<file path="src/rtl/timer16_pkg.sv">
package timer16_pkg;

  localparam int BYTE_W = 8;
  localparam int CNT_W  = 16;
  localparam int PRE_W  = 10;
  localparam int ADDR_W = 4;
  localparam int MODE_W = 4;
  localparam int CS_W   = 3;
  localparam int FLAG_N = 2;

  localparam int FLAG_OVF = 0;
  localparam int FLAG_CMP = 1;

  localparam logic [ADDR_W-1:0] ADR_CTRLA = 4'd0;
  localparam logic [ADDR_W-1:0] ADR_CTRLB = 4'd1;
  localparam logic [ADDR_W-1:0] ADR_MASK  = 4'd2;
  localparam logic [ADDR_W-1:0] ADR_FLAG  = 4'd3;
  localparam logic [ADDR_W-1:0] ADR_CNTL  = 4'd4;
  localparam logic [ADDR_W-1:0] ADR_CNTH  = 4'd5;
  localparam logic [ADDR_W-1:0] ADR_CMPL  = 4'd6;
  localparam logic [ADDR_W-1:0] ADR_CMPH  = 4'd7;
  localparam logic [ADDR_W-1:0] ADR_CAPL  = 4'd8;
  localparam logic [ADDR_W-1:0] ADR_CAPH  = 4'd9;

  typedef enum logic [2:0] {
    TOP_FULL, TOP_FIX8, TOP_FIX9, TOP_FIX10, TOP_CAP, TOP_CMPA
  } topSel_e;

  typedef struct packed {
    topSel_e topSel;
    logic    ovfAtTop;
  } modeCfg_t;

  typedef struct packed {
    logic              cntLoad;
    logic              cmpLoad;
    logic              capLoad;
    logic [CNT_W-1:0]  word;
    logic [MODE_W-1:0] mode;
    logic [CS_W-1:0]   cs;
  } dpCtl_t;

  function automatic modeCfg_t decodeMode(input logic [MODE_W-1:0] m);
    modeCfg_t c;
    case (m)
      4'd4:    c = '{topSel: TOP_CMPA,  ovfAtTop: 1'b0};
      4'd5:    c = '{topSel: TOP_FIX8,  ovfAtTop: 1'b1};
      4'd6:    c = '{topSel: TOP_FIX9,  ovfAtTop: 1'b1};
      4'd7:    c = '{topSel: TOP_FIX10, ovfAtTop: 1'b1};
      4'd12:   c = '{topSel: TOP_CAP,   ovfAtTop: 1'b0};
      4'd14:   c = '{topSel: TOP_CAP,   ovfAtTop: 1'b1};
      4'd15:   c = '{topSel: TOP_CMPA,  ovfAtTop: 1'b1};
      default: c = '{topSel: TOP_FULL,  ovfAtTop: 1'b1};
    endcase
    return c;
  endfunction

endpackage

</file>
<file path="src/rtl/timer16_ctrl.sv">
module timer16_ctrl
  import timer16_pkg::*;
(
  input  logic              clk,
  input  logic              rstN,
  input  logic              wrEn,
  input  logic [ADDR_W-1:0] addr,
  input  logic [BYTE_W-1:0] wrData,
  input  logic              ovfEvt,
  input  logic              cmpEvt,
  input  logic              ackOvf,
  input  logic              ackCmp,
  output dpCtl_t            dpCtl,
  output logic [1:0]        ctrlA,
  output logic [4:0]        ctrlB,
  output logic [FLAG_N-1:0] mask,
  output logic [FLAG_N-1:0] flags
);

  logic [BYTE_W-1:0] tempHi;
  logic              hiWr;
  logic [FLAG_N-1:0] swClr;
  logic [FLAG_N-1:0] hwSet;
  logic [FLAG_N-1:0] ackVec;

  assign hiWr = wrEn && (addr == ADR_CNTH || addr == ADR_CMPH || addr == ADR_CAPH);

  // holding byte for the upper half of a word write
  always_ff @(posedge clk or negedge rstN) begin
    if (!rstN)     tempHi <= '0;
    else if (hiWr) tempHi <= wrData;
  end

  always_ff @(posedge clk or negedge rstN) begin
    if (!rstN) begin
      ctrlA <= '0;
      ctrlB <= '0;
      mask  <= '0;
    end else if (wrEn) begin
      case (addr)
        ADR_CTRLA: ctrlA <= wrData[1:0];
        ADR_CTRLB: ctrlB <= wrData[4:0];
        ADR_MASK:  mask  <= wrData[FLAG_N-1:0];
        default: ;
      endcase
    end
  end

  // strobes towards the datapath; low-byte write commits the whole word
  always_comb begin
    dpCtl         = '0;
    dpCtl.cntLoad = wrEn && (addr == ADR_CNTL);
    dpCtl.cmpLoad = wrEn && (addr == ADR_CMPL);
    dpCtl.capLoad = wrEn && (addr == ADR_CAPL);
    dpCtl.word    = {tempHi, wrData};
    dpCtl.mode    = {ctrlB[4:3], ctrlA};
    dpCtl.cs      = ctrlB[CS_W-1:0];
  end

  assign swClr  = (wrEn && addr == ADR_FLAG) ? wrData[FLAG_N-1:0] : '0;
  assign hwSet  = {cmpEvt, ovfEvt};
  assign ackVec = {ackCmp, ackOvf};

  // hardware set outranks software clear and acknowledge
  for (genvar i = 0; i < FLAG_N; i++) begin : g_flag
    always_ff @(posedge clk or negedge rstN) begin
      if (!rstN) flags[i] <= 1'b0;
      else       flags[i] <= hwSet[i] | (flags[i] & ~swClr[i] & ~ackVec[i]);
    end
  end

endmodule

</file>
<file path="src/rtl/timer16_dp.sv">
module timer16_dp
  import timer16_pkg::*;
(
  input  logic             clk,
  input  logic             rstN,
  input  dpCtl_t           dpCtl,
  output logic [CNT_W-1:0] cnt,
  output logic [CNT_W-1:0] cmp,
  output logic [CNT_W-1:0] cap,
  output logic             ovfEvt,
  output logic             cmpEvt
);

  localparam logic [CNT_W-1:0] TOP_8BIT  = CNT_W'((32'd1 << 8)  - 32'd1);
  localparam logic [CNT_W-1:0] TOP_9BIT  = CNT_W'((32'd1 << 9)  - 32'd1);
  localparam logic [CNT_W-1:0] TOP_10BIT = CNT_W'((32'd1 << 10) - 32'd1);

  logic [PRE_W-1:0] pre;
  logic             tick;
  modeCfg_t         cfg;
  logic [CNT_W-1:0] top;
  logic [CNT_W-1:0] nxt;
  logic             wrapOvf;
  logic             step;

  always_ff @(posedge clk or negedge rstN) begin
    if (!rstN) pre <= '0;
    else       pre <= pre + 1'b1;
  end

  always_comb begin
    case (dpCtl.cs)
      3'd1:    tick = 1'b1;
      3'd2:    tick = &pre[2:0];
      3'd3:    tick = &pre[5:0];
      3'd4:    tick = &pre[7:0];
      3'd5:    tick = &pre[9:0];
      default: tick = 1'b0;
    endcase
  end

  assign cfg = decodeMode(dpCtl.mode);

  always_comb begin
    case (cfg.topSel)
      TOP_FIX8:  top = TOP_8BIT;
      TOP_FIX9:  top = TOP_9BIT;
      TOP_FIX10: top = TOP_10BIT;
      TOP_CAP:   top = cap;
      TOP_CMPA:  top = cmp;
      default:   top = '1;
    endcase
  end

  always_comb begin
    if (cnt == top) begin
      nxt     = '0;
      wrapOvf = cfg.ovfAtTop;
    end else if (cnt == '1) begin
      nxt     = '0;
      wrapOvf = 1'b1;
    end else begin
      nxt     = cnt + 1'b1;
      wrapOvf = 1'b0;
    end
  end

  assign step   = tick && !dpCtl.cntLoad;
  assign ovfEvt = step && wrapOvf;
  assign cmpEvt = step && (nxt == cmp);

  always_ff @(posedge clk or negedge rstN) begin
    if (!rstN)              cnt <= '0;
    else if (dpCtl.cntLoad) cnt <= dpCtl.word;
    else if (tick)          cnt <= nxt;
  end

  always_ff @(posedge clk or negedge rstN) begin
    if (!rstN) begin
      cmp <= '0;
      cap <= '0;
    end else begin
      if (dpCtl.cmpLoad) cmp <= dpCtl.word;
      if (dpCtl.capLoad) cap <= dpCtl.word;
    end
  end

endmodule

</file>
<file path="src/rtl/timer16.sv">
module timer16
  import timer16_pkg::*;
(
  input  logic              clk,
  input  logic              rstN,
  input  logic              wrEn,
  input  logic [ADDR_W-1:0] addr,
  input  logic [BYTE_W-1:0] wrData,
  output logic [BYTE_W-1:0] rdData,
  input  logic              gie,
  input  logic              ackOvf,
  input  logic              ackCmp,
  output logic              irqOvf,
  output logic              irqCmp
);

  dpCtl_t            dpCtl;
  logic [1:0]        ctrlA;
  logic [4:0]        ctrlB;
  logic [FLAG_N-1:0] mask;
  logic [FLAG_N-1:0] flags;
  logic [CNT_W-1:0]  cnt;
  logic [CNT_W-1:0]  cmp;
  logic [CNT_W-1:0]  cap;
  logic              ovfEvt;
  logic              cmpEvt;
  logic [MODE_W-1:0] modeVal;
  logic [CS_W-1:0]   csVal;
  logic              cntLoad;

  timer16_ctrl u_ctrl (
    .clk(clk), .rstN(rstN), .wrEn(wrEn), .addr(addr), .wrData(wrData),
    .ovfEvt(ovfEvt), .cmpEvt(cmpEvt), .ackOvf(ackOvf), .ackCmp(ackCmp),
    .dpCtl(dpCtl), .ctrlA(ctrlA), .ctrlB(ctrlB), .mask(mask), .flags(flags)
  );

  timer16_dp u_dp (
    .clk(clk), .rstN(rstN), .dpCtl(dpCtl), .cnt(cnt), .cmp(cmp), .cap(cap),
    .ovfEvt(ovfEvt), .cmpEvt(cmpEvt)
  );

  assign modeVal = dpCtl.mode;
  assign csVal   = dpCtl.cs;
  assign cntLoad = dpCtl.cntLoad;

  always_comb begin
    case (addr)
      ADR_CTRLA: rdData = {6'b0, ctrlA};
      ADR_CTRLB: rdData = {3'b0, ctrlB};
      ADR_MASK:  rdData = {{(BYTE_W-FLAG_N){1'b0}}, mask};
      ADR_FLAG:  rdData = {{(BYTE_W-FLAG_N){1'b0}}, flags};
      ADR_CNTL:  rdData = cnt[BYTE_W-1:0];
      ADR_CNTH:  rdData = cnt[CNT_W-1:BYTE_W];
      ADR_CMPL:  rdData = cmp[BYTE_W-1:0];
      ADR_CMPH:  rdData = cmp[CNT_W-1:BYTE_W];
      ADR_CAPL:  rdData = cap[BYTE_W-1:0];
      ADR_CAPH:  rdData = cap[CNT_W-1:BYTE_W];
      default:   rdData = '0;
    endcase
  end

  assign irqOvf = gie & flags[FLAG_OVF] & mask[FLAG_OVF];
  assign irqCmp = gie & flags[FLAG_CMP] & mask[FLAG_CMP];

endmodule

</file>
<file path="config.mk">
export PLATFORM = sky130hd
export DESIGN_NAME = timer16
export DESIGN_NICKNAME = d
export VERILOG_FILES = /design/src/rtl/timer16_pkg.sv /design/src/rtl/timer16_ctrl.sv /design/src/rtl/timer16_dp.sv /design/src/rtl/timer16.sv
export SDC_FILE = /design/constraint.sdc
export NUM_CORES = 1
export LEC_CHECK = 0
export BUFFER_PORTS_ARGS = -buffer_cell sky130_fd_sc_hd__buf_2
export CAP_MARGIN = 20
export CORE_AREA = 8 8 107 109
export CTS_BUF_LIST = sky130_fd_sc_hd__clkbuf_8
export DETAILED_ROUTE_END_ITERATION = 16
export DIE_AREA = 0 0 115 117
export GPL_TIMING_DRIVEN = 0
export PLACE_DENSITY_LB_ADDON = 0.25
export SKIP_LAST_GASP = 1
export SLEW_MARGIN = 20
export SYNTH_ARGS = -nofsm -noshare
export SYNTH_HDL_FRONTEND = slang
export SYNTH_SLANG_ARGS = --single-unit
</file>
<file path="constraint.sdc">
create_clock -name clk -period 3.7 [get_ports clk]
set_clock_uncertainty 0.2 [all_clocks]
set_input_delay 0 -clock clk [delete_from_list [all_inputs] [get_ports clk]]
set_output_delay 0 -clock clk [all_outputs]
set_load 0.1 [all_outputs]
</file>
==> summary.md, run 1 <==
| Metric | Value |
|---|---|
| Max VDD drop | `~0.4 mV` |
| Post-Syn Instances | `583` |
| Root Driver | `clkbuf_8` |
| Ys Warns | `0` |
| Via count | `between 5,000 and 6,000` |
| Avg Cell Area, Syn | `9.383 sq um` |
| Vias/cell | `6.772` |
| Max-slew violation count | `0` |
| DP Area | `roughly 0.0058 sq mm` |
| Ys async rst share | `between 90% and 100%` |
| CP endpoint kind | `flip-flop` |
| Total of max-cap violations | `0` |
| Area contributors post-synth | `dfrtp_1 35%, mux2_2 10%, nand2_1 3.2%, o21ai_0 2.9%, mux2i_1 2.6%` |
| Fin crit share | `93.01%` |
| Share of cells above drive strength 1 | `between 10% and 20%` |
| DRT iter0 DRCs | `roughly 620` |
| IO Port Bufs | `25` |
| Nets@finish | `approximately 660` |
| Drt drc | `0` |
| Row cnt | `37` |
| Die area | `around 0.013 sq mm` |
| R2R Setup Slk | `~260 ps` |
| TritonCTS Buffers | `9` |
| PD cells | `between 600 and 700 mW/mm^2` |
| Clk slew on worst S/H paths | `roughly 80 ps` |
| Setup-failing EPs final | `0` |
| Max Freq | `290.6 MHz` |
| GRT met3 Usage | `under 10%` |
| Global Route Usage Sum | `roughly 28%` |
| Drt wl/cell | `~24 um` |
| Minimum clock period | `around 3400 ps` |
| Delay-heaviest family, CP | `compound AO/OA/AOI/OAI gates` |
| Commonest non-fill, non-tap cell in the layout | `dfrtp_1` |
| Worst slew pin tran | `about 910 ps` |
| First-pass GRT wire length | `~28,000 um` |
| Die X-Extent | `approximately 120 um` |
| WS Path Type | `flip-flop to flip-flop` |
| Critical-path maximum fanout | `10` |
| Buf+Inv Stages, Crit Path | `2` |
| CORE AREA | `0.009907 sq mm` |
| Post-Syn Area | `roughly 0.0055 sq mm` |
| P_leak | `2.548 nW` |
| Required @ worst endpoint | `roughly 3700 ps` |
| CP max-delay cell | `clkbuf_1` |
| Top cell type's share of synthesized area | `35.22%` |
| Post-route ant nets | `0` |
| # diodes | `0` |
| Most frequent cells in the layout | `77 x dfrtp_1, 51 x mux2_2, 46 x nand2_1, 33 x buf_2, 32 x o21ai_0` |
| Total gr overflow | `0` |
| Final wirelength | `roughly 18,000 um` |
| CTS tree | `yes` |
| Initial Utilization | `a little under three fifths` |
| Hold path cells | `4` |
| Crit-path cells | `clkbuf_1 -> clkbuf_1 -> o221ai_1 -> xnor2_1 -> nor3_2 -> nand4_4 -> o21ai_0 -> o32ai_2 -> a31o_1` |
| RSZ-0062 raised after global routing | `false` |
| Area growth syn-to-layout | `12.74%` |
| EDFF count, synth | `0` |
| Met1 usage in global routing | `about 37%` |
| GPL Wtd Cong | `0.9823` |
| Num ports | `28` |
| Worst EP arrival | `3480 ps` |
| Mapped Nets | `roughly 600` |
| Flop and latch count out of synthesis | `just under 80` |
| Final instance area | `about 0.006 sq mm` |
| Cell repeated most along the worst path | `clkbuf_1` |
| Vias in the first global route | `4,863` |
| Post-CTS setup buffers | `0` |
| Clock buffer depth | `2` |
| Area leader, netlist | `dfrtp_1` |
| Synth cell types | `between 70 and 80` |
| Hold Path End | `u_ctrl.ctrlA[0]` |
| R2R cell count | `9` |
| Sequential share of the synthesized area | `a little over a third` |
| Grt met2 use | `45.01%` |
| Die H | `117 um` |
| R2r endpoint | `u_ctrl.flags[1]` |
| Top FF cell, synth | `dfrtp_1` |
| Busiest grt layer | `met2` |
| Final-report hold violation count | `0` |
| Clk sink count | `between 70 and 80` |
| Drt pass-1 iters | `6` |
| Max_slew headroom | `a little under 40%` |
| Antenna violations before repair | `0` |
| HP Class | `input port to flip-flop` |
| Status | `finished clean` |
| Htree depth | `3` |
| TNS Setup | `0 ps` |
| HPWL after detailed placement | `between 10,000 and 15,000 um` |
| Worst-Skew Late Latency | `370 ps` |
| Crit path largest cell delay | `approximately 550 ps` |
| Startpoint of the worst hold path | `addr[1]` |
| Startpoint Class | `flip-flop` |
| R2R Path Start | `u_ctrl.ctrlB[3]` |
| Largest net degree at the start of global routing | `43` |
==> worst max path at each step <==
stage / from / end / slack [ps] / depth (start not counted)
final: u_ctrl.ctrlB[3] / u_ctrl.flags[1] / 260 / 9
after global routing: u_dp.cnt[1] / u_ctrl.flags[1] / 150 / 9
after CTS: u_ctrl.ctrlB[3] / u_ctrl.flags[1] / 320 / 9
after detailed placement: u_ctrl.ctrlB[3] / u_ctrl.flags[1] / 340 / 9
after global placement: u_ctrl.ctrlB[3] / u_ctrl.flags[1] / 410 / 9
after floorplan: u_ctrl.ctrlB[3] / rdData[3] / 310 / 6
==> synth_stat cells, types with 4 or more instances <==
master and n:
dfrtp_1 77, mux2_2 51, nand2_1 46, o21ai_0 32, clkbuf_1 25, nor2_1 24, nand3_1 22, a21oi_1 21
inv_1 15, xnor2_1 15, mux2i_1 14, o22a_1 13, nor4_1 12, xor2_1 12, o221ai_1 11, or4_1 11
and3_1 10, a31oi_1 9, buf_2 9, nand2b_1 9, or3_1 9, nand4_1 8, nor3_1 8, nor3b_1 7
or2_2 7, and3b_1 6, a211oi_1 5, a21boi_0 5, a22oi_1 5, nand3b_1 5, nand4b_1 5, nor2b_1 5
o41ai_1 5, and4b_1 4, buf_1 4, buf_6 4
==> power breakdown <==
group | internal [mW] | switching, mW
registers | 1.04 | 0.306
clock network | 0.371 | 0.322
logic | 0.730 | 1.12
==> cell type report <==
cell class                      instances  area (sq um)
Clock inverter                          6         81.33
Timing Repair Buffer                   42         317.8
Multi-Input combinational cell        447          3279
Clock buffer                            9         123.9
Sequential cell                        77          1927
Fill cell                             875          3740
Buffer                                 44         211.5
Inverter                               15         56.30
Tap cell                              136         170.2
==> metrics by stage <==
stage                     instances  utilization [%]  power, mW  worst slack (ps)  hold slack, ps
after floorplan                 583                -      2.601             306.6          -495.6
after global placement          744            58.20      3.086             409.0           84.54
after detailed placement        745            58.46      3.129             344.1          -210.2
after CTS                       776            62.25      3.838             322.4           94.16
after global routing            776            62.25      4.073             152.7           163.9
final                           776            62.25      3.892             258.7           112.9
==> logic make-up (layout without fill, tap and decap cells) <==
| logic type | count (synthesis) | count (layout) | share of synthesized area (%) |
|---|---|---|---|
| adders and majority gates | 3 | 3 | 0.6863 |
| xor gates and xnor gates | 27 | 27 | 4.323 |
| AOI/OAI and AO/OA | 143 | 143 | 19.01 |
| muxes | 67 | 67 | 13.88 |
| buffers and inverters | 59 | 116 | 4.894 |
| and+or+nand+nor | 207 | 207 | 21.98 |
| DFF | 77 | 77 | 35.22 |
==> timing repair <==
action	CTS	global route
endpoints found under the hold margin	120	0
resized for setup	0	0
hold buffers	16	0
==> per-layer routing <==
layer	share of wire, %	wire length [um]
met5	0	0
met3	9.4	1715
met4	4.6	832
met1	41	7481
met2	45	8254
==> worst reg2reg max path, cell delays in order, from the launching register on <==
cell and delay (ps):
dfrtp_1 320, clkbuf_1 450, clkbuf_1 550, o221ai_1 290, xnor2_1 220, nor3_2 280
nand4_4 210, o21ai_0 430, o32ai_2 140, a31o_1 230
==> state kept, by name, summed over array words and instances (netlist names) <==
name,count
u_dp.cnt,16
u_ctrl.flags,2
u_dp.cmp,16
u_ctrl.ctrlB,5
u_dp.pre,10
u_ctrl.ctrlA,2
u_dp.cap,16
u_ctrl.tempHi,8
u_ctrl.mask,2
Note: power is estimated with default switching activity, not from simulation.
==> run 2, diff against run 1 <==
--- a/config.mk
+++ b/config.mk
@@ -12,6 +12,7 @@
 export DETAILED_ROUTE_END_ITERATION = 16
 export DIE_AREA = 0 0 115 117
 export GPL_TIMING_DRIVEN = 0
+export MAX_ROUTING_LAYER = met4
 export PLACE_DENSITY_LB_ADDON = 0.25
 export SKIP_LAST_GASP = 1
 export SLEW_MARGIN = 20
==> run 2 against run 1 <==
Flip-flop and latch count unchanged. Cell area increased by 0.18%. Power about the same. Critical path depth did not move. Die area unchanged. Sequential share of layout area shrank 0.057 points. Non-clock buffer count is the same. Via count down 0.95%. Largest power group unchanged. Critical endpoint unchanged. Sequential power is essentially flat.
==> summary.md, run 2 (same netlist as run 1, synthesis figures left out) <==
| Metric | Value |
|---|---|
| Final instance area | `0.006178 sq mm` |
| Clk sink count | `77` |
| Max_slew headroom | `between 30 and 40%` |
| Cell repeated most along the worst path | `clkbuf_1` |
| Initial Utilization | `a little under three fifths` |
| Die X-Extent | `about 120 um` |
| Max VDD drop | `approximately 0.37 mV` |
| Setup-failing EPs final | `0` |
| Num ports | `28` |
| Vias in the first global route | `5,103` |
| Worst slew pin tran | `936.0 ps` |
| Crit-path cells | `clkbuf_1 -> clkbuf_1 -> o221ai_1 -> xnor2_1 -> nor3_2 -> nand4_4 -> o21ai_0 -> o32ai_2 -> a31o_1` |
| Share of cells above drive strength 1 | `between 20% and 30%` |
| TNS Setup | `0 ps` |
| Global Route Usage Sum | `a little under a third` |
| Max Freq | `~290 MHz` |
| Total of max-cap violations | `0` |
| Row cnt | `37` |
| Required @ worst endpoint | `around 3800 ps` |
| Vias/cell | `6.699` |
| GPL Wtd Cong | `approximately 1` |
| Most frequent cells in the layout | `77 x dfrtp_1, 51 x mux2_2, 46 x nand2_1, 33 x buf_2, 32 x o21ai_0` |
| Antenna violations before repair | `0` |
| Minimum clock period | `~3500 ps` |
| Worst-Skew Late Latency | `between 300 and 400 ps` |
| CORE AREA | `a little under 0.01 sq mm` |
| Clk slew on worst S/H paths | `about 90 ps` |
| Drt drc | `0` |
| R2R Path Start | `u_ctrl.ctrlB[3]` |
| CTS tree | `yes` |
| DRT iter0 DRCs | `slightly below 600` |
| Post-route ant nets | `0` |
| FILL cells | `869` |
| Status | `finished clean` |
| Commonest non-fill, non-tap cell in the layout | `dfrtp_1` |
| Clock buffer depth | `2` |
| Final-report hold violation count | `0` |
| CP endpoint kind | `flip-flop` |
| Post-layout util | `between 60% and 70%` |
| Area of the multi-input gates | `roughly 0.0033 sq mm` |
| Final wirelength | `between 15,000 and 20,000 um` |
| P_leak | `~2.5 nW` |
| DP Area | `0.005799 sq mm` |
| Crit path from | `u_ctrl.ctrlB[3]` |
| PD cells | `around 630 mW/mm^2` |
| Startpoint Class | `flip-flop` |
| IO Port Bufs | `25` |
| # diodes | `0` |
| HP Class | `input port to flip-flop` |
| HPWL after detailed placement | `~14,000 um` |
| Worst EP arrival | `3550 ps` |
| CP max-delay cell | `clkbuf_1` |
| RSZ-0062 raised after global routing | `false` |
| Post-CTS setup buffers | `0` |
| Largest net degree at the start of global routing | `48` |
| Total gr overflow | `0` |
| Htree depth | `3` |
| Area taken by flip-flops and latches | `between 0.0015 and 0.002 sq mm` |
| TritonCTS Buffers | `9` |
| Post-layout power | `3.891 mW` |
| Die H | `117 um` |
| Via count | `about 5,200` |
| Die area | `between 0.01 and 0.015 sq mm` |
| Drt pass-1 iters | `6` |
| Crit path largest cell delay | `540 ps` |
| Fin crit share | `around 95%` |
| Root Driver | `clkbuf_8` |
| Critical-path maximum fanout | `10` |
| Max-slew violation count | `0` |
| Pre-CTS setup slack | `about 310 ps` |
| Setup ws final | `just under 200 ps` |
| Startpoint of the worst hold path | `addr[1]` |
| Drt wl/cell | `23.97 um` |
| WS Path Type | `flip-flop to flip-flop` |
| Biggest regs | `u_dp.cap (16), u_dp.cmp (16), u_dp.cnt (16)` |
| First-pass GRT wire length | `29,190 um` |
| Area growth syn-to-layout | `12.95%` |
| Nets@finish | `between 600 and 700` |
-- run 2: routing by layer --
| layer | global-route usage, % | up-vias | wire (um) |
|---|---|---|---|
| met5 | - | - | 0 |
| met2 | 43.80 | 274 | 8157 |
| li1 | - | 2328 | - |
| met1 | 37.94 | 2533 | 7689 |
| met3 | 5.952 | 70 | 1751 |
| met4 | 18.65 | 0 | 1029 |
-- run 2: cell type report --
cell class | instances | share of cell area, %
plain buffers | 44 | 3.422
clock inverters | 6 | 1.154
inverters | 15 | 0.9113
well taps | 136 | 2.754
repair buffers | 42 | 5.265
clock buffers | 10 | 2.228
flip-flops and latches | 77 | 31.19
multi-input cells | 447 | 53.08
-- run 2: path summary, 6_finish.rpt --
check | slack [ps] | end | cells after the start
setup / recovery | 200 | u_ctrl.flags[1] | 9
hold / removal | 110 | u_ctrl.ctrlA[1] | 4
setup reg to reg | 200 | u_ctrl.flags[1] | 9
hold reg to reg | 280 | u_dp.pre[4] | 1
max in group asynchronous | 2560 | u_ctrl.ctrlB[3] | 4
min in group asynchronous | 470 | u_dp.cmp[6] | 4
-- run 2: where the power goes --
group / internal, mW / leakage (nW) / switching, mW
sequential: 1.04 / 0.917 / 0.300
combinational: 0.731 / 1.52 / 1.14
clock: 0.334 / 0.0991 / 0.347
total: 2.11 / 2.54 / 1.79
-- run 2: critical path, delay by kind of cell (launching register included) --
kind / cells / cell delay (ps)
buffers and inverters: 2 / 990
flip-flops: 1 / 320
AND/OR/NAND/NOR: 2 / 490
XOR/XNOR: 1 / 230
AO/OA/AOI/OAI: 4 / 1140
-- run 2: metrics by stage --
stage / hold slack, ps / instances
after global placement: 77.53 / 744
after CTS: 80.87 / 777
after detailed placement: -230.3 / 745
after floorplan: -495.6 / 583
final: 107.7 / 777
after global routing: 145.1 / 777
-- run 2: timing repair --
action / in CTS / in global routing
setup endpoints to repair: 0 / 0
endpoints found under the hold margin: 120 / 0
resized for setup: 0 / 0
hold buffers: 16 / 0
==> run 3, diff against run 2 <==
==> constraint.sdc (replaced) <==
create_clock -name clk -period 3.7 [get_ports clk]
set_clock_uncertainty 0.2 [all_clocks]
set_input_delay 0.37 -clock clk [delete_from_list [all_inputs] [get_ports clk]]
set_output_delay 0.37 -clock clk [all_outputs]
set_load 0.1 [all_outputs]
==> run 3 against run 2 <==
Flip-flop and latch count stayed put. Combinational power hardly changed. Power hardly changed. Die area stayed put. Fmax is 2.0% higher. Utilization is 1.6 points lower. Non-clock buffer count is 15 lower. Largest power group unchanged. Routed wire length is 1.1% lower. Clock power is 1% higher. Via count is 0.19% higher.
==> summary.md, run 3 (same netlist as run 1, synthesis figures left out) <==
| Metric | Value |
|---|---|
| Die area | `between 0.01 and 0.015 sq mm` |
| WS Path Type | `flip-flop to flip-flop` |
| Largest net degree at the start of global routing | `53` |
| Htree depth | `3` |
| Critical-path maximum fanout | `10` |
| Biggest regs | `u_dp.cap (16), u_dp.cmp (16), u_dp.cnt (16)` |
| Worst EP arrival | `between 3000 and 4000 ps` |
| PD cells | `646.3 mW/mm^2` |
| TritonCTS Buffers | `9` |
| FILL cells | `just under 900` |
| Minimum clock period | `about 3400 ps` |
| CP endpoint kind | `flip-flop` |
| Max-slew violation count | `0` |
| Startpoint Class | `flip-flop` |
| Post-CTS setup buffers | `0` |
| HPWL after detailed placement | `roughly 14,000 um` |
| Hold_buf cts | `1` |
| Setup-failing EPs final | `0` |
| Hold_ws | `about 110 ps` |
| DRT iter0 DRCs | `between 500 and 600` |
| # diodes | `0` |
| Vias/cell | `6.844` |
| RSZ-0062 raised after global routing | `false` |
| Area taken by flip-flops and latches | `around 0.0019 sq mm` |
| Crit path largest cell delay | `about 520 ps` |
| Area of the multi-input gates | `0.003279 sq mm` |
| Die X-Extent | `around 120 um` |
| Post-layout util | `60.76%` |
| IO Port Bufs | `25` |
| CORE AREA | `a little under 0.01 sq mm` |
| Vias in the first global route | `approximately 5,000` |
| Post-CTS resize count | `0` |
| Share of cells above drive strength 1 | `20.61%` |
| Max_slew headroom | `about a third` |
| Fin crit share | `about 93%` |
| Root Driver | `clkbuf_8` |
| Initial Utilization | `55.22%` |
| Required @ worst endpoint | `approximately 3700 ps` |
| Most frequent cells in the layout | `77 x dfrtp_1, 51 x mux2_2, 46 x nand2_1, 33 x buf_2, 26 x o21ai_0` |
| Clk slew on worst S/H paths | `about 80 ps` |
| Via count | `5,215` |
| Final wirelength | `18,420 um` |
| Crit-path cells | `clkbuf_1 -> clkbuf_1 -> o221ai_1 -> xnor2_1 -> nor3_2 -> nand4_4 -> o21ai_0 -> o32ai_2 -> a31o_1` |
| Global Route Usage Sum | `slightly below 30%` |
| Max VDD drop | `approximately 0.28 mV` |
| GPL Wtd Cong | `1.011` |
| Worst slew pin tran | `about 1000 ps` |
| Clock buffer depth | `2` |
| Total of max-cap violations | `0` |
| Antenna violations before repair | `0` |
| Clk sink count | `77` |
| TNS Setup | `0 ps` |
| First-pass GRT wire length | `between 20,000 and 30,000 um` |
| CP max-delay cell | `clkbuf_1` |
| Nets@finish | `about 640` |
| Drt pass-1 iters | `7` |
| Total gr overflow | `0` |
| Commonest non-fill, non-tap cell in the layout | `dfrtp_1` |
| Worst-Skew Late Latency | `360 ps` |
| Max Freq | `a little under 300 MHz` |
| Row cnt | `37` |
| Status | `finished clean` |
| Drt drc | `0` |
| Num ports | `28` |
| CTS tree | `yes` |
| HP Class | `input port to flip-flop` |
| Die H | `between 100 and 150 um` |
| Cell repeated most along the worst path | `clkbuf_1` |
| Drt wl/cell | `approximately 24 um` |
| Post-route ant nets | `0` |
| P_leak | `around 2.5 nW` |
| Final-report hold violation count | `0` |
| Area growth syn-to-layout | `10.04%` |
-- run 3: changes by cell type in the layout (fill, tap and decap cells not counted) --
cell           previous run  this run
inv_6                     1         0
dlygate4sd3_1            15         1
o21ai_1                   1         7
clkinv_2                  0         3
clkinv_4                  2         0
buf_12                    1         0
o21ai_0                  32        26
clkbuf_8                 10        12
clkinvlp_4                2         0
-- run 3: worst max-delay path, delay by kind of cell, from the launching register on --
family,cells,cell delay [ps]
flops,1,320
compound gates,4,1120
buf+inv,2,980
xor+xnor,1,220
simple gates,2,480
-- run 3: area by class of cell --
type                    instances  area share [%]
repair buffers                 27           2.744
well taps                     136           2.827
clock inverters                 4          0.7483
multi-input cells             447           54.48
flip-flops and latches         77           32.01
clock buffers                  12           2.744
inverters                      15          0.9354
plain buffers                  44           3.513
-- run 3: through the flow --
| step | setup WS (ps) | std cells | instance area (sq um) | total power, mW |
|---|---|---|---|---|
| 2_1_floorplan | 470.6 | 583 | 5470 | 2.603 |
| 3_3_place_gp | 419.5 | 744 | 5766 | 3.098 |
| 3_5_place_dp | 383.4 | 745 | 5799 | 3.150 |
| 4_1_cts | 376.0 | 762 | 6020 | 3.841 |
| 5_1_grt | 149.5 | 762 | 6020 | 4.072 |
| 6_report | 267.0 | 762 | 6020 | 3.891 |
-- run 3: metal layers --
| metal | track usage, % | part of all wire (%) | vias to the layer above |
|---|---|---|---|
| met3 | 4.669 | 8.7 | 72 |
| li1 | - | - | 2298 |
| met2 | 43.84 | 45 | 292 |
| met1 | 37.37 | 41 | 2553 |
| met4 | 16.81 | 5.4 | 0 |
| met5 | - | 0 | - |
-- run 3: power by group --
part           switching (mW)  internal, mW
logic                    1.14         0.721
registers               0.297          1.04
clock network           0.328         0.364
total                    1.77          2.13
-- run 3: worst paths after layout --
path | start | endpoint | slack, ps | cells after the start
min in group asynchronous | rstN | u_ctrl.ctrlB[0] | 260 | 2
min | wrData[7] | u_dp.cmp[7] | 110 | 2
max in group asynchronous | rstN | u_dp.cap[9] | 2450 | 3
min reg2reg | u_dp.pre[0] | u_dp.pre[0] | 270 | 1
max reg2reg | u_ctrl.ctrlB[3] | u_ctrl.flags[1] | 270 | 9
max | u_ctrl.ctrlB[3] | u_ctrl.flags[1] | 270 | 9
